File: config.mk
export PLATFORM = sky130hd
export DESIGN_NAME = bcd_rtc_map
export DESIGN_NICKNAME = d
export VERILOG_FILES = /design/src/rtl/rtc_pkg.sv /design/src/rtl/rtc_ram.sv /design/src/rtl/rtc_counters.sv /design/src/rtl/rtc_holding.sv /design/src/rtl/bcd_rtc_map.sv
export SDC_FILE = /design/constraint.sdc
export NUM_CORES = 2
export LEC_CHECK = 0
export CORE_UTILIZATION = 45
export DETAILED_ROUTE_END_ITERATION = 8
export SLEW_MARGIN = 15
export SYNTH_ARGS = -nofsm -noshare
export SYNTH_HDL_FRONTEND = slang
export SYNTH_SLANG_ARGS = --single-unit
export TNS_END_PERCENT = 50
File: constraint.sdc
create_clock -name clk -period 9.6 [get_ports clk]
set_input_delay 2.88 -clock clk [delete_from_list [all_inputs] [get_ports clk]]
set_output_delay 2.88 -clock clk [all_outputs]
set_load 0.01 [all_outputs]
File: src/rtl/rtc_pkg.sv
// Shared constants and BCD helpers for the calendar clock.
// Assumes all counter values handled are valid packed BCD.
package rtc_pkg;
    localparam int NUM_TIME = 7;   // seconds .. year
    localparam int FREEZE_BIT = 6; // bit of the control byte

    // Writable bits of each window byte, indexed by window offset.
    function automatic logic [7:0] field_mask(input logic [2:0] idx);
        case (idx)
            3'd0:    return 8'h40;
            3'd1:    return 8'h7F;
            3'd2:    return 8'h7F;
            3'd3:    return 8'h3F;
            3'd4:    return 8'h07;
            3'd5:    return 8'h3F;
            3'd6:    return 8'h1F;
            default: return 8'hFF;
        endcase
    endfunction

    // Two-digit BCD increment, 99 wraps to 00.
    function automatic logic [7:0] bcd_inc(input logic [7:0] v);
        if (v[3:0] >= 4'd9) begin
            if (v[7:4] >= 4'd9) return 8'h00;
            return {v[7:4] + 4'd1, 4'd0};
        end
        return {v[7:4], v[3:0] + 4'd1};
    endfunction

    // Two-digit BCD year divisible by 4.
    function automatic logic is_leap(input logic [7:0] y);
        if (y[4]) return (y[3:0] == 4'd2) || (y[3:0] == 4'd6);
        return (y[3:0] == 4'd0) || (y[3:0] == 4'd4) || (y[3:0] == 4'd8);
    endfunction

    // Last date of a BCD month.
    function automatic logic [7:0] month_last(input logic [7:0] m, input logic leap);
        case (m)
            8'h02:                      return leap ? 8'h29 : 8'h28;
            8'h04, 8'h06, 8'h09, 8'h11: return 8'h30;
            default:                    return 8'h31;
        endcase
    endfunction
endpackage

File: src/rtl/rtc_ram.sv
// Behavioural byte memory for the space below the clock window.
// Synchronous write, combinational read, no reset of contents.
module rtc_ram #(
    parameter int AW = 8
) (
    input  logic          clk,
    input  logic          wr_en,
    input  logic [AW-1:0] waddr,
    input  logic [7:0]    wdata,
    output logic [7:0]    rdata
);
    localparam int DEPTH = 1 << AW;

    logic [7:0] mem [DEPTH];

    // Store a byte on a write strobe.
    always_ff @(posedge clk) begin
        if (wr_en) mem[waddr] <= wdata;
    end

    assign rdata = mem[waddr];
endmodule

File: src/rtl/rtc_counters.sv
// Live BCD time and date counters advanced by the one-second tick.
// A user write to a field overrides the tick result for that field.
// Assumes written values are valid BCD within range.
module rtc_counters
    import rtc_pkg::*;
(
    input  logic                       clk,
    input  logic                       rst_n,
    input  logic                       tick,
    input  logic [NUM_TIME-1:0]        fld_wr,
    input  logic [7:0]                 wdata,
    output logic [NUM_TIME-1:0][7:0]   live
);
    logic [7:0] sec, min, hr, dow, date, mon, yr;
    logic [7:0] last_day;

    assign last_day = month_last(mon, is_leap(yr));

    // Carry chain on tick, then per-field user loads.
    always_ff @(posedge clk) begin
        if (!rst_n) begin
            sec  <= 8'h00;
            min  <= 8'h00;
            hr   <= 8'h00;
            dow  <= 8'h01;
            date <= 8'h01;
            mon  <= 8'h01;
            yr   <= 8'h00;
        end else begin
            if (tick) begin
                if (sec != 8'h59) sec <= bcd_inc(sec);
                else begin
                    sec <= 8'h00;
                    if (min != 8'h59) min <= bcd_inc(min);
                    else begin
                        min <= 8'h00;
                        if (hr != 8'h23) hr <= bcd_inc(hr);
                        else begin
                            hr  <= 8'h00;
                            dow <= (dow >= 8'h07) ? 8'h01 : dow + 8'h01;
                            if (date != last_day) date <= bcd_inc(date);
                            else begin
                                date <= 8'h01;
                                if (mon != 8'h12) mon <= bcd_inc(mon);
                                else begin
                                    mon <= 8'h01;
                                    yr  <= bcd_inc(yr);
                                end
                            end
                        end
                    end
                end
            end
            if (fld_wr[0]) sec  <= wdata & field_mask(3'd1);
            if (fld_wr[1]) min  <= wdata & field_mask(3'd2);
            if (fld_wr[2]) hr   <= wdata & field_mask(3'd3);
            if (fld_wr[3]) dow  <= wdata & field_mask(3'd4);
            if (fld_wr[4]) date <= wdata & field_mask(3'd5);
            if (fld_wr[5]) mon  <= wdata & field_mask(3'd6);
            if (fld_wr[6]) yr   <= wdata & field_mask(3'd7);
        end
    end

    assign live = {yr, mon, date, dow, hr, min, sec};
endmodule

File: src/rtl/rtc_holding.sv
// User-visible holding registers and the freeze control bit.
// Reloads every time field together the cycle after a tick unless frozen.
// The freeze value used is the one held before the current edge.
module rtc_holding
    import rtc_pkg::*;
(
    input  logic                       clk,
    input  logic                       rst_n,
    input  logic                       tick,
    input  logic                       ctrl_wr,
    input  logic [7:0]                 wdata,
    input  logic [NUM_TIME-1:0][7:0]   live,
    output logic [NUM_TIME-1:0][7:0]   hold,
    output logic                       freeze_q,
    output logic                       load_q
);
    logic reload;

    // Delay the tick so the reload sees the advanced counters.
    always_ff @(posedge clk) begin
        if (!rst_n) load_q <= 1'b0;
        else        load_q <= tick;
    end

    // Freeze bit register.
    always_ff @(posedge clk) begin
        if (!rst_n)       freeze_q <= 1'b0;
        else if (ctrl_wr) freeze_q <= wdata[FREEZE_BIT];
    end

    assign reload = load_q && !freeze_q;

    for (genvar i = 0; i < NUM_TIME; i++) begin : g_hold
        localparam logic [7:0] RST_VAL = (i == 3 || i == 4 || i == 5) ? 8'h01 : 8'h00;
        // One holding byte, loaded on reload.
        always_ff @(posedge clk) begin
            if (!rst_n)      hold[i] <= RST_VAL;
            else if (reload) hold[i] <= live[i];
        end
    end
endmodule

File: src/rtl/bcd_rtc_map.sv
// Top: address decode between the clock window and the RAM, read mux.
// Assumes single-cycle synchronous bus accesses; reads are combinational.
module bcd_rtc_map
    import rtc_pkg::*;
#(
    parameter int ADDR_W = 15,
    parameter int RAM_AW = 8
) (
    input  logic              clk,
    input  logic              rst_n,
    input  logic              tick_1hz,
    input  logic [ADDR_W-1:0] addr,
    input  logic [7:0]        wdata,
    input  logic              cs,
    input  logic              we,
    input  logic              oe,
    output logic [7:0]        rdata
);
    logic                      in_win;
    logic [2:0]                offs;
    logic                      wr, rd;
    logic [NUM_TIME-1:0]       fld_wr;
    logic                      ctrl_wr;
    logic [NUM_TIME-1:0][7:0]  live, hold;
    logic                      freeze_q, load_q;
    logic [7:0]                ram_q, win_q;
    logic [7:0]                live_sec, hold_sec;
    logic                      sec_wr;

    assign in_win  = &addr[ADDR_W-1:3];
    assign offs    = addr[2:0];
    assign wr      = cs && we;
    assign rd      = cs && oe && !we;
    assign ctrl_wr = wr && in_win && (offs == 3'd0);

    for (genvar i = 0; i < NUM_TIME; i++) begin : g_dec
        assign fld_wr[i] = wr && in_win && (offs == 3'(i + 1));
    end

    rtc_counters u_cnt (
        .clk(clk), .rst_n(rst_n), .tick(tick_1hz),
        .fld_wr(fld_wr), .wdata(wdata), .live(live)
    );

    rtc_holding u_hold (
        .clk(clk), .rst_n(rst_n), .tick(tick_1hz), .ctrl_wr(ctrl_wr),
        .wdata(wdata), .live(live), .hold(hold),
        .freeze_q(freeze_q), .load_q(load_q)
    );

    rtc_ram #(.AW(RAM_AW)) u_ram (
        .clk(clk), .wr_en(wr && !in_win), .waddr(addr[RAM_AW-1:0]),
        .wdata(wdata), .rdata(ram_q)
    );

    // Window byte select.
    always_comb begin
        if (offs == 3'd0) win_q = {1'b0, freeze_q, 6'b0};
        else              win_q = hold[offs - 3'd1];
    end

    assign rdata = rd ? (in_win ? win_q : ram_q) : 8'h00;

    assign live_sec = live[0];
    assign hold_sec = hold[0];
    assign sec_wr   = fld_wr[0];
endmodule

### Word-level counts from Yosys, hierarchy flattened

Memory sizes are Yosys's and may differ from the RTL's.
Index checks and enable logic that the tools add are counted.

* flip-flop bits (word level): 114
* latch bits: 0
* memory bits (writable): 2048
* bits in read-only memories: 0
* memories kept: 1

* $add $sub $neg: 14
* multipliers: 0
* div/mod/pow operators: 0
* magnitude comparators: 14
* equal/unequal tests: 49
* shift operators: 0
* muxes and demuxes: 156
* bitwise gates (word level): 5
* reductions and logical operators: 56

Memories
* u_ram.mem: depth 256, bits a word 8, rd ports 1, clocked after memory_dff 0, wr ports 1, RTL line rtc_ram.sv:14 `logic [7:0] mem [DEPTH];`

Operators with widths (count)
* 2-to-1 mux 8 bit: 41
* 2-to-1 mux 1 bit: 88
* 2-to-1 mux 6 bit: 9
* adder 4 x 1 -> 4 bit (second input constant): 12
* greater-or-equal comparator 4 bit (second input constant): 12
* inequality test 2 bit (second input constant): 23
* 2-to-1 mux 7 bit: 5
* 2-to-1 mux 5 bit: 6
* binary-select mux 8 bit (select 3 bit): 1
* AND reduction 4 bit: 5
* AND reduction 6 bit: 3
* == test 8 x 3 -> 1 bit (second input constant): 2
* inequality test 8 x 7 -> 1 bit (second input constant): 2
* one-hot mux 8 bit (2 select lines): 1
* nonzero test 2 bit: 8
* 2-to-1 mux 3 bit: 5
* inequality test 3 bit (second input constant): 5
* AND reduction 5 bit: 3
* logical AND 1 bit: 14
* == test 3 bit (second input constant): 4
* AND reduction 12 bit: 1
* OR reduction 2 bit: 6
* AND reduction 3 bit: 3
* adder 8 x 1 -> 8 bit (second input constant): 1
* other kinds (22): 34

### Longest topological paths before layout

* depth after elaboration: 23
* mapped depth: 15
* mapped depth without buffers: 10

### Modules after synthesis

A second synthesis with hierarchy kept.

* cell total of the unflattened synthesis: 4391
* area total of the unflattened synthesis: 85404.4 µm²

Modules (own cells, without submodules)
* rtc_ram: instances 1, cells each 3539, area each 78332.6 µm², sequential area each 61499.0 µm²
* rtc_counters: instances 1, cells each 515, area each 3965.1 µm², sequential area each 1121.1 µm²
* rtc_holding: instances 1, cells each 248, area each 2347.3 µm², sequential area each 1161.1 µm²
* bcd_rtc_map: instances 1, cells each 89, area each 759.5 µm², sequential area each 0.0 µm²

### Worst setup path before layout

OpenSTA, ideal clock, no wires.

* path type: input to output
* from: input addr[1]
* to: output rdata[0]
* arrival time: 6.077 ns
* required time: 6.720 ns
* path slack: 0.643 ns
* stages: 14
* buffers on the path: 4
* path through: buf_2 buf_2 inv_1 clkbuf_1 clkbuf_1 ha_1 xor2_1 mux4_2 nand2_1 o21ai_0 nand2_1 o2111ai_1 nor4_1 a221oi_1

* longest elaborated chain between the ends: 6
* elaborated cells on any way between the ends: 8
* those cells by class: 1 x add/sub; 5 x mux; 1 x reduce/logical; 1 x memory

Ends and longest elaborated chain
* start, declared: RTL line bcd_rtc_map.sv:12 `input logic [ADDR_W-1:0] addr,`
* subtractor 3 x 1 -> 3 bit: RTL line bcd_rtc_map.sv:59 `else win_q = hold[offs - 3'd1];`
* binary-select mux 8 bit (select 3 bit): RTL line bcd_rtc_map.sv:59
* 2-to-1 mux 8 bit (implied by the code): RTL line bcd_rtc_map.sv:59
* 2-to-1 mux 8 bit: RTL line bcd_rtc_map.sv:58 `if (offs == 3'd0) win_q = {1'b0, freeze_q, 6'b0};`
* 2-to-1 mux 8 bit * (2 in a row): RTL line bcd_rtc_map.sv:62 `assign rdata = rd ? (in_win ? win_q : ram_q) : 8'h00;`
* end, declared: RTL line bcd_rtc_map.sv:17 `output logic [7:0] rdata`

Every way passes the cells marked *; elsewhere a longest branch is shown, timed or not. The select of a mux whose other input is x is not followed.

### Worst setup path after layout

* from: input addr[0]
* to: output rdata[0]

The elaborated chain is that of the path after synthesis.

==> results.md <==
* Die X at roughly 440 um
* Worst-path cell chain: buf_8 > buf_12 > buf_12 > buf_12 > buf_4 > mux4_2 > a22oi_2 > o22ai_1 > a21oi_1 > o2111ai_1 > nor4_2 > a221oi_1 > buf_4 > clkdlybuf4s50_1
* Initial detailed-routing violation count at roughly 6400
* Tcrit/Tclk final at 100.7%
* Placed inst area at 91700 sq um
* Outcome: finished with violations
* Nets at 5028
* Largest net degree at the start of global routing at between 150 and 200
* Slowest cell delay on critical path at 0.58 ns
* Peak VDD IR at 0.1763 mV
* Crit path max-delay family: buffers and inverters
* Lkg Pwr at 0.03151 uW
* Hold Crit Start: u_hold.hold[0]
* Routed len/inst at 33.48 um
* First-pass GRT wire length at between 300 and 400 mm
* I/O pin count at 37
* Worst setup EP type: output port
* Synth Cell Area at around 86000 sq um
* Maximum clock rate at 0.1034 GHz
* Clk root buf: clkbuf_16
* WL final at 256.0 mm
* Worst slack, placed at -0.6144 ns
* Later-pin clock latency in the skew report at 0.86 ns
* I/O Buffers at 36
* Grt ovf at 0
* Yosys synthesis warning count at 0
* Post-synthesis cell type count at 80
* Area of the core at about 190000 sq um
* Share of synthesized registers carrying an async set or reset at 0%
* Max reg flops at 2048
* Clock transition at path regs at around 0.06 ns
* Final HPWL DP at ~170 mm
* CP Max Fanout at 15
* Routability cong. at between 0.9 and 1
* CP most frequent cell: buf_12
* Worst Setup SP: addr[0]
* Cells after synthesis at 4613
* Rows at 160
* Area Growth Syn to Fin at 14.75%
* TNS Setup at -0.07095 ns
* Final ANT Viol Nets at 0
* Power Density at 200.4 nW/um^2
* Post-Route Skew at approximately 0.016 ns
* Number of vias per cell at 6.216
* Full die area at 193200 sq um
* Largest area contributor in the netlist: edfxtp_1
* Post-synthesis register bit count at approximately 2200
* Total number of vias at 47530
* Max Cap Violations at 0
* Final-report hold violation count at 0
* Fin util at 51.98%
* Layout cell share with drive strength beyond 1 at around a quarter
* Final Critical Period at 9.671 ns
* Initial Utilization at 45.30%
* CP startpoint kind: input pin
* Hold crit path type: register to register
* Biggest registers after layout: u_ram.mem x2048, u_hold.hold x56
* Yosys top cell area share at 71.38%
* Max-slew violations at 0
* CP max-delay cell: mux4_2
* Required @ worst endpoint at 6.72 ns
* Syn Nets at 4690
* Worst Slack Setup Final at -0.07095 ns
* Sequential-to-total area share from yosys stat at 74.03%
* FILL cells at between 15000 and 20000
* Slew at the pin with the worst max-slew slack at 1.358 ns
* Most common library cell in the layout ignoring fill and taps: edfxtp_1
* Worst Path Arrival at 6.79 ns
* Failing checks: negative setup slack
* Mean area per synthesized cell at between 15 and 20 sq um
* Most frequent cells in the layout: edfxtp_1 (2048), mux4_2 (479), nor2_1 (354)
* CTS H-tree lvls at 4
* Final setup violation count at 1
* All-Layer GR Usage at a little over a quarter
* 1st-pass router iterations at 8
* Crit Reg-Reg Startpoint: u_cnt.min[0]
* Die Ht at 439.5 um
* Number of CTS-inserted buffers at 217
* CP Buf/Inv Count at 7
* Vias in the first global route at 46160
* Top FF cell, synth: edfxtp_1
* Largest reg by FF count: u_ram.mem
* Number of remaining DRC errors at 0
* Synth top area cells: edfxtp_1 (71%), mux4_2 (13%), dfxtp_1 (2.6%)
* Unrepaired setup endpoints after global routing: yes
* CTS tree: yes
* Max-Slew Margin vs Limit at 9.228%
* Finished Cell Area at ~100000 sq um
* Clock Sinks at 2162
* Worst Setup Path Type: input pin to output port
* Initial antenna violation count at 7
* CTS Buffer Depth at 3
* Post-synth EDFFs at around 2000
## cells in the mapped netlist, drive strengths merged (35+ instances only)
master,instances
nor2,358
o22ai,40
edfxtp,2048
a21oi,101
clkbuf,140
dfxtp,114
buf,126
nand3,86
a22oi,77
o21ai,90
ha,48
mux2i,189
inv,40
a211oi,35
nand2,274
mux4,479
## cells by family after synthesis
group | count (synthesis) | synth area share (%)
compound gates | 525 | 4.109
xor+xnor | 3 | 0.03050
fa+ha+maj | 48 | 0.6971
buf+inv | 306 | 1.683
mux | 675 | 14.81
simple gates | 894 | 4.633
flops | 2162 | 74.03
## worst paths after layout
kind / end / slack, ns / cells after the start
worst max-delay path: rdata[0] / -0.07 / 14
worst min-delay path: u_hold.hold[0] / 0.45 / 2
worst max register to register: u_cnt.yr[7] / 5.95 / 8
worst min register to register: u_hold.hold[0] / 0.45 / 2
## routing by layer
| metal | part of all wire (%) | GRT usage [%] |
|---|---|---|
| met1 | 40 | 37.69 |
| met2 | 47 | 41.01 |
| met3 | 9.7 | 5.414 |
| met4 | 3.3 | 8.462 |
| met5 | 0.0078 | 0 |
## what timing repair did
action / in CTS / in global routing
hold buffers: 0 / 0
endpoints found under the setup margin: 8 / 6
setup buffers: 0 / 0
pin swaps: 1 / 1
gates cloned: 0 / 1
endpoints found under the hold margin: 0 / 0
gates resized for setup: 18 / 11
## cell type report
type / instances / area [sq um] / share of cell area, %
clock inverters: 133 / 1335 / 1.350
well taps: 2511 / 3142 / 3.178
flip-flops and latches: 2162 / 63780 / 64.52
clock buffers: 268 / 5653 / 5.718
diodes: 2 / 5.005 / 0.005062
repair buffers: 385 / 3665 / 3.707
multi-input cells: 2145 / 21130 / 21.37
inverters: 40 / 155.1 / 0.1569
## metrics by stage
stage / cells / hold WS, ns / total power (uW)
floorplan: 4613 / 0.4329 / 11020
global placement: 7242 / 0.4464 / 11610
detailed placement: 7242 / 0.4490 / 11620
CTS: 7643 / 0.4566 / 19890
global route: 7644 / 0.4768 / 20280
finish: 7646 / 0.4547 / 19810
## report_power, final
part	leakage, uW	internal, uW	switching, uW
combinational	0.00877	387	719
sequential	0.0193	10300	6.13
clock	0.00341	4730	3650
## worst reg2reg max path: cells and delay by family, from the launching register on
kind                       cells  cell delay, ns
DFF                            1            0.46
adders and majority gates      1            0.21
and+or+nand+nor                5            2.04
AOI/OAI and AO/OA              2            0.87
Power figures use the tool's default switching activity.
